===== config.mk =====
export PLATFORM = sky130hd
export DESIGN_NAME = udiv_ovf
export DESIGN_NICKNAME = d
export VERILOG_FILES = /design/src/rtl/udiv_pkg.sv /design/src/rtl/udiv_fit_check.sv /design/src/rtl/udiv_step.sv /design/src/rtl/udiv_ctrl.sv /design/src/rtl/udiv_ovf.sv
export SDC_FILE = /design/constraint.sdc
export NUM_CORES = 1
export LEC_CHECK = 0
export CAP_MARGIN = 30
export CORE_UTILIZATION = 56
export DETAILED_ROUTE_END_ITERATION = 10
export PLACE_DENSITY = 0.89
export SYNTH_ARGS = -nofsm -noshare
export SYNTH_HDL_FRONTEND = slang
export SYNTH_SLANG_ARGS = --single-unit

===== constraint.sdc =====
create_clock -name clk -period 5 [get_ports clk]
set_clock_uncertainty 0.1 [all_clocks]
set_input_delay 1 -clock clk [delete_from_list [all_inputs] [get_ports clk]]
set_output_delay 1 -clock clk [all_outputs]
set_load 0.01 [all_outputs]

===== src/rtl/udiv_pkg.sv =====
package udiv_pkg;

   // Controller phases of the divider
   typedef enum logic [1:0] {
      PH_IDLE  = 2'd0,
      PH_CHECK = 2'd1,
      PH_RUN   = 2'd2
   } udiv_phase_t;

endpackage


===== src/rtl/udiv_fit_check.sv =====
// Decides whether a single-word quotient can hold the result:
// true only when the divisor is strictly above the upper dividend word.
module udiv_fit_check #(
   parameter int W          = 16,
   parameter bit CMP_BY_SUB = 1'b1
) (
   input  logic [W-1:0] hi,
   input  logic [W-1:0] dvs,
   output logic         fits
);

   generate
      if (CMP_BY_SUB) begin : g_borrow
         // hi - dvs borrows exactly when hi < dvs
         logic [W:0] diff;
         assign diff = {1'b0, hi} - {1'b0, dvs};
         assign fits = diff[W];
      end else begin : g_relational
         assign fits = (dvs > hi);
      end
   endgenerate

endmodule


===== src/rtl/udiv_step.sv =====
// One restoring shift-subtract step on a {partial remainder, dividend bits} pair.
module udiv_step #(
   parameter int W = 16
) (
   input  logic [W-1:0] rem,
   input  logic [W-1:0] quo,
   input  logic [W-1:0] dvs,
   output logic [W-1:0] rem_n,
   output logic [W-1:0] quo_n
);

   logic [W:0] shifted;
   logic [W:0] trial;
   logic       take;

   // Widened by one bit so that the carry of the shift is kept
   assign shifted = {rem, quo[W-1]};
   assign trial   = shifted - {1'b0, dvs};
   assign take    = (shifted >= {1'b0, dvs});

   // The partial remainder stays below dvs, so W bits are enough
   assign rem_n = take ? trial[W-1:0] : shifted[W-1:0];
   assign quo_n = {quo[W-2:0], take};

endmodule


===== src/rtl/udiv_ctrl.sv =====
// Sequencer: a range-test cycle, then W step cycles, then a done pulse.
module udiv_ctrl
   import udiv_pkg::*;
#(
   parameter int W = 16
) (
   input  logic clk,
   input  logic rst_n,
   input  logic start,
   input  logic fits,
   output logic busy,
   output logic done,
   output logic load,
   output logic step,
   output logic last,
   output logic fail
);

   localparam int CW = (W > 1) ? $clog2(W) : 1;
   localparam logic [CW-1:0] LAST_IDX = CW'(W - 1);

   udiv_phase_t   phase;
   logic [CW-1:0] idx;

   assign busy = (phase != PH_IDLE);
   assign load = (phase == PH_IDLE) && start;
   assign step = (phase == PH_RUN);
   assign last = step && (idx == LAST_IDX);
   assign fail = (phase == PH_CHECK) && !fits;

   always_ff @(posedge clk or negedge rst_n) begin
      if (!rst_n) begin
         phase <= PH_IDLE;
         idx   <= '0;
         done  <= 1'b0;
      end else begin
         done <= 1'b0;
         unique case (phase)
            PH_IDLE: begin
               if (start) phase <= PH_CHECK;
            end
            PH_CHECK: begin
               idx <= '0;
               if (fits) begin
                  phase <= PH_RUN;
               end else begin
                  phase <= PH_IDLE;
                  done  <= 1'b1;
               end
            end
            PH_RUN: begin
               idx <= idx + 1'b1;
               if (idx == LAST_IDX) begin
                  phase <= PH_IDLE;
                  done  <= 1'b1;
               end
            end
            default: phase <= PH_IDLE;
         endcase
      end
   end

endmodule


===== src/rtl/udiv_ovf.sv =====
// Unsigned 2W-by-W sequential divider with an up-front quotient-fit test.
module udiv_ovf #(
   parameter int W          = 16,
   parameter bit CMP_BY_SUB = 1'b1
) (
   input  logic         clk,
   input  logic         rst_n,
   input  logic         start,
   input  logic [W-1:0] hi_in,
   input  logic [W-1:0] lo_in,
   input  logic [W-1:0] dvs_in,
   output logic         busy,
   output logic         done,
   output logic         ovf,
   output logic [W-1:0] hi_out,
   output logic [W-1:0] lo_out
);

   generate
      if (W < 2) begin : g_bad_width
         $error("udiv_ovf: W must be at least 2");
      end
   endgenerate

   logic [W-1:0] hi_q, lo_q, dvs_q;
   logic [W-1:0] rem_n, quo_n;
   logic         fits, load, step, last, fail;

   udiv_fit_check #(.W(W), .CMP_BY_SUB(CMP_BY_SUB)) u_fit (
      .hi   (hi_q),
      .dvs  (dvs_q),
      .fits (fits)
   );

   udiv_ctrl #(.W(W)) u_ctrl (
      .clk   (clk),
      .rst_n (rst_n),
      .start (start),
      .fits  (fits),
      .busy  (busy),
      .done  (done),
      .load  (load),
      .step  (step),
      .last  (last),
      .fail  (fail)
   );

   // During the steps, hi_q carries the partial remainder and lo_q
   // shifts dividend bits out and quotient bits in.
   udiv_step #(.W(W)) u_step (
      .rem   (hi_q),
      .quo   (lo_q),
      .dvs   (dvs_q),
      .rem_n (rem_n),
      .quo_n (quo_n)
   );

   always_ff @(posedge clk or negedge rst_n) begin
      if (!rst_n) begin
         hi_q  <= '0;
         lo_q  <= '0;
         dvs_q <= '0;
         ovf   <= 1'b0;
      end else begin
         if (load) begin
            hi_q  <= hi_in;
            lo_q  <= lo_in;
            dvs_q <= dvs_in;
            ovf   <= 1'b0;
         end else if (fail) begin
            ovf <= 1'b1;
         end else if (last) begin
            // The final step swaps the pair into quotient-high order
            hi_q <= quo_n;
            lo_q <= rem_n;
         end else if (step) begin
            hi_q <= rem_n;
            lo_q <= quo_n;
         end
      end
   end

   assign hi_out = hi_q;
   assign lo_out = lo_q;

endmodule


==> results.toml, run 1 <==
[run_status]
status = "completed"

[route]
num_vias = 3808
viasPerCell = 6.09
antenna_left = 0
detail_route.wl_per_cell_um = 17.8
routed_wl_mm = 11.1
drt_pre_antenna_iters = 5
drcViolationCount = 0
drt_iter0_markers = 303

[worst_setup_path]
ff2ff_path_depth = 9
crit_fanout = 23
crit_path_end_kind = "register"
critPathArrivalTime_ns = 3.39
worstPathRequired_ns = 5.10
r2r_slack_ns = 1.71
timing.rr.end = "lo_out[7]"
path_class = "reg -> reg"
start_kind = "register"
rr_startpoint = "hi_out[0]"

[grt]
grt_pass1_vias = 3745
use_met2_pct = 51.4
busiest_layer = "met2"
use_met3_pct = 3.75
grt_usage_pct = 31.0
grt_max_degree = 57
gr-total-overflow = 0
antenna_found_initial = 0
met1_usage_pct = 42.4
grt_first_pass_wirelength_mm = 17.9

[synthesis]
avgSynthCellArea_um2 = 8.68
ys_async_sr_fraction_pct = 100
ys.flop_type = "dfrtp_1"
synth_top_family_by_area = "compound AO/OA/AOI/OAI gates"
synth_mux_area_share_pct = 3.99
synth_xor_area_share_pct = 2.44
yosysSeqAreaShare_pct = 35.5
synth_fa_ha_area_share_pct = 11.9
synth_compound_area_share_pct = 24.4
syn_inst = 455
synth_area_mm2 = 0.00395
synth_edf_count = 0
yosysUniqueCellTypes = 55
synth-simple-area-share_pct = 17.1
yosysWarnings = 0
synth_nets = 543
ys_seq_elements = 56

[power_and_ir_drop]
ir_drop_uv = 382
p_total_mw = 4.00
powerDensity_mw_per_mm2 = 805
p_leak_nw = 2.17

[floorplan]
die-area_mm2 = 0.00739
core_mm2 = 0.00679
fp-row-count = 30
dieHeight_um = 86.0
io_pins = 86
start_util_pct = 58.1
die_w_um = 86.0

[timing]
hold_viol = 0
setup_viol = 0
worstMarginPinSlew_ns = 0.920
setup_ws_ns = 1.71
setup-tns-final_ns = 0
fin_crit_sh_pct = 65.7
clock.fmax_mhz = 304
fin_crit_ns = 3.29
rsz0062_at_grt = "no"
finalMaxSlewViolations = 0
worst_slew_margin_rel_pct = 38.6

[min_path]
whs_path_depth = 1
hold_start = "u_ctrl.idx[0]"
hold_path.class = "reg -> reg"
hold_path_end = "u_ctrl.idx[0]"

[run]
max_cap_violations = 0

[finish]
final_cell_mix = "clkdlybuf4s50_1 (84), nand2_1 (60), dfrtp_1 (56), o21ai_0 (40), ha_1 (36)"
fin_nets = 617
antenna_cells = 0
final_common_cell = "clkdlybuf4s50_1"
area_delta_synth_final_pct = 25.8
drive_above_1_share_pct = 4.73
instances_no_fill = 625

[placement]
dp.cells = 618
port-buffer-count = 85
gp_congestion = 0.884
dp_slack_ns = 1.67
dp_hpwl_mm = 8.19

[cts]
cts_max_level = 2
ctsHoldBuffers = 0
post_cts_buffers = 0
cts.sinks = 56
tritoncts = "done"
clk_pin_slew_ns = 0.10
cts_made_buffers = 5
clockBufferDepth = 2
cts_root_buffer = "clkbuf_8"
clk_latency_ns = 0.32
ctsResizeCount = 0
==> synth_stat cells, drive strengths merged, types with 3 or more instances <==
master / instances / share of area (%)
a211oi: 9 / 1.7
a21o: 4 / 0.76
a21oi: 26 / 3.3
a221o: 5 / 1.3
a22oi: 10 / 1.9
a31oi: 4 / 0.79
and3: 10 / 1.6
buf: 8 / 1.2
clkbuf: 12 / 1.1
dfrtp: 56 / 35
ha: 36 / 11
inv: 24 / 2.3
mux2: 3 / 0.95
mux2i: 12 / 3.0
nand2: 61 / 5.9
nand2b: 5 / 0.79
nand3: 12 / 1.6
nand4: 4 / 0.63
nor2: 26 / 2.5
nor2b: 3 / 0.48
nor3: 14 / 2.0
o211ai: 15 / 2.9
o21a: 3 / 0.57
o21ai: 50 / 6.5
o22ai: 6 / 0.95
o31a: 3 / 0.67
or3: 5 / 0.92
xnor2: 4 / 0.89
xor2: 7 / 1.6
==> per-layer routing <==
metal	wire length [um]	part of all wire (%)	up-vias
met5	0	0	-
met4	153	1.4	0
met3	775	7.0	19
met2	5350	48	185
met1	4860	44	1798
li1	-	-	1806
==> power by group <==
group          internal (mW)  total, mW  switching, mW
sequential             0.661      0.894          0.232
combinational           1.22       2.75           1.53
clock                  0.198      0.356          0.159
==> how the worst max path moves through the flow <==
stage / startpoint / end / slack [ns] / cells past startpoint
floorplan: lo_out[15] / lo_out[14] / 2.26 / 12
global placement: start / lo_out[8] / 1.71 / 6
detailed placement: start / lo_out[8] / 1.67 / 6
CTS: hi_out[0] / lo_out[7] / 1.75 / 9
global route: lo_out[15] / lo_out[14] / 1.50 / 12
finish: hi_out[0] / lo_out[7] / 1.71 / 9
==> worst max-delay path, cell delays in order (launching register included) <==
cell	delay, ns
dfrtp_1	0.48
ha_1	0.34
nor2b_1	0.15
o31a_1	0.28
o211a_1	0.29
o21ai_2	0.14
nand3_2	0.47
mux2_4	0.49
a222oi_1	0.33
nand2_1	0.10
==> cell families after synthesis <==
kind of cell,Yosys count
adder cells (fa/ha/maj),37
AO/OA/AOI/OAI,148
buffers and inverters,44
multiplexers,15
XOR/XNOR,11
flip-flops,56
AND/OR/NAND/NOR,144
==> final cells by class <==
cell class / count / area (um2)
multi-input cells: 355 / 2360
fillers: 517 / 1830
inverters: 24 / 90.1
clock buffers: 5 / 68.8
well taps: 96 / 120
flip-flops and latches: 56 / 1400
repair buffers: 87 / 861
clock inverters: 2 / 60.1
==> flip-flops by register name, indices dropped and copies added, names as in the netlist <==
register,flops
dvs_q,16
hi_out,16
lo_out,16
u_ctrl.idx,4
u_ctrl.phase,2
ovf,1
u_ctrl.done,1
==> stage by stage <==
stage,hold WS [ns],area (um2),util (%)
CTS,0.419,4970,73.1
floorplan,0.373,3950,-
global route,0.444,4970,73.1
detailed placement,0.405,4840,71.2
finish,0.428,4970,73.1
global placement,0.396,4840,71.2
Note: power is estimated with default switching activity, not from simulation.
==> inputs of run 2 (changes only) <==
--- a/config.mk
+++ b/config.mk
@@ -6,9 +6,9 @@
 export NUM_CORES = 1
 export LEC_CHECK = 0
 export CAP_MARGIN = 30
-export CORE_UTILIZATION = 56
+export CORE_UTILIZATION = 52
 export DETAILED_ROUTE_END_ITERATION = 10
-export PLACE_DENSITY = 0.89
+export PLACE_DENSITY = 0.84
 export SYNTH_ARGS = -nofsm -noshare
 export SYNTH_HDL_FRONTEND = slang
 export SYNTH_SLANG_ARGS = --single-unit
==> constraint.sdc (replaced) <==
create_clock -name clk -period 3.2 [get_ports clk]
set_clock_uncertainty 0.1 [all_clocks]
set_input_delay 0.64 -clock clk [delete_from_list [all_inputs] [get_ports clk]]
set_output_delay 0.64 -clock clk [all_outputs]
set_load 0.01 [all_outputs]
==> results.toml, run 2 (same netlist as run 1, synthesis figures left out) <==
[finish]
drive_above_1_share_pct = 8.04
instances_no_fill = 646
fillerInstances = 609
final_cell_mix = "clkdlybuf4s50_1 (84), nand2_1 (60), dfrtp_1 (56), o21ai_0 (40), ha_1 (36)"
fin_nets = 634
antenna_cells = 0
final_common_cell = "clkdlybuf4s50_1"
area_delta_synth_final_pct = 28.8

[timing]
fin_crit_ns = 2.97
setup_ws_ns = 0.234
setup-tns-final_ns = 0
hold_viol = 0
finalMaxSlewViolations = 0
rsz0062_at_grt = "no"
worst_slew_margin_rel_pct = 63.9
clock.fmax_mhz = 337
setup_viol = 0
worstMarginPinSlew_ns = 0.542
fin_crit_sh_pct = 92.7

[power_and_ir_drop]
power_frac_seq_pct = 21.7
clock_power_share_pct = 7.4
switchingPower_mw = 3.04
combPwrFrac_pct = 70.9
p_total_mw = 6.31
ir_drop_uv = 585
p_leak_nw = 2.24
internal-power_mw = 3.28
switching_share_pct = 48.1
powerDensity_mw_per_mm2 = 1240

[worst_setup_path]
worstPathRequired_ns = 3.30
crit_fanout = 5
critPathArrivalTime_ns = 3.07
crit_path_end_kind = "register"
path_class = "reg -> reg"
start_kind = "register"

[floorplan]
io_pins = 86
dieHeight_um = 89.1
start_util_pct = 54.2
die_w_um = 89.1
fp-row-count = 31
die-area_mm2 = 0.00795
core_mm2 = 0.00729

[grt]
grt_usage_pct = 30.5
antenna_found_initial = 0
grt_pass1_vias = 3736
gr-total-overflow = 0
grt_first_pass_wirelength_mm = 18.5
grt_max_degree = 34

[cts]
clockBufferDepth = 2
cts_root_buffer = "clkbuf_8"
post_cts_buffers = 0
cts_max_level = 2
cts_made_buffers = 5
ctsResizeCount = 0
cts.sinks = 56
clk_pin_slew_ns = 0.10
ctsHoldBuffers = 0
tritoncts = "done"
clk_latency_ns = 0.31

[run]
max_cap_violations = 0

[route]
drt_iter0_markers = 311
num_vias = 3949
detail_route.wl_per_cell_um = 17.7
antenna_left = 0
viasPerCell = 6.11
routed_wl_mm = 11.4
drcViolationCount = 0
drt_pre_antenna_iters = 5

[placement]
dp.cells = 638
dp_slack_ns = 0.185
port-buffer-count = 85
gp_congestion = 0.902
dp_hpwl_mm = 8.80

[run_status]
status = "completed"

[min_path]
hold_path.class = "in -> async"
-- run 2: changes by cell type in the layout (fill, tap and decap cells not counted) --
cell and delta:
buf_4 +17, a211oi_1 -1, a211oi_2 +1, bufinv_16 -1, clkbuf_1 +1, clkinv_2 +1, o31ai_1 -1, o31ai_2 +1
-- run 2: stage by stage --
step / util, % / hold WS, ns / instance area [um2]
2_1_floorplan: - / 0.244 / 3950
3_3_place_gp: 68.1 / 0.390 / 4970
3_5_place_dp: 68.1 / 0.397 / 4970
4_1_cts: 69.6 / 0.0554 / 5080
5_1_grt: 69.7 / 0.0640 / 5090
6_report: 69.7 / 0.0544 / 5090
-- run 2: path summary, 6_finish.rpt --
| check | from | end | slack, ns | depth (start not counted) |
|---|---|---|---|---|
| setup reg to reg | lo_out[15] | hi_out[8] | 0.23 | 12 |
| min in group clk | u_ctrl.idx[0] | u_ctrl.idx[0] | 0.42 | 1 |
| hold / removal | rst_n | dvs_q[13] | 0.05 | 1 |
| max in group asynchronous | rst_n | hi_out[3] | 2.27 | 2 |
| hold reg to reg | u_ctrl.idx[0] | u_ctrl.idx[0] | 0.42 | 1 |
| setup / recovery | lo_out[15] | hi_out[8] | 0.23 | 12 |
-- run 2: metal layers --
layer	up-vias	track usage [%]	part of all wire, %
met5	-	0	0
li1	1839	-	-
met1	1896	41.8	44
met2	186	50.1	47
met4	0	9.81	2.4
met3	28	3.97	6.9
-- run 2: worst max-delay path, cell delays in order, from the launching register on --
cell	delay, ns
dfrtp_1	0.43
inv_1	0.07
ha_1	0.18
inv_1	0.06
fa_1	0.43
a211o_1	0.28
o211ai_1	0.22
a21oi_1	0.11
a21oi_1	0.22
xnor2_1	0.10
mux2i_1	0.23
a21oi_1	0.11
a221o_1	0.31
-- run 2: layout make-up --
class	instances	area, um2	share of cell area [%]
Timing Repair Buffer	104	988	19.4
Tap cell	99	124	2.44
Sequential cell	56	1400	27.6
Clock inverter	2	35.0	0.689
Clock buffer	6	72.6	1.43
Inverter	24	90.1	1.77
Multi-Input combinational cell	355	2370	46.7
-- run 2: power by group through the flow --
| stage | Sequential (mW) | Clock (mW) | Combinational, mW |
|---|---|---|---|
| finish | 1.37 | 0.464 | 4.48 |
| global route | 1.41 | 0.498 | 4.92 |
| CTS | 1.36 | 0.474 | 4.39 |
| detailed placement | 1.37 | 0 | 4.35 |
| global placement | 1.36 | 0 | 4.24 |
| floorplan | 1.37 | 0 | 2.92 |
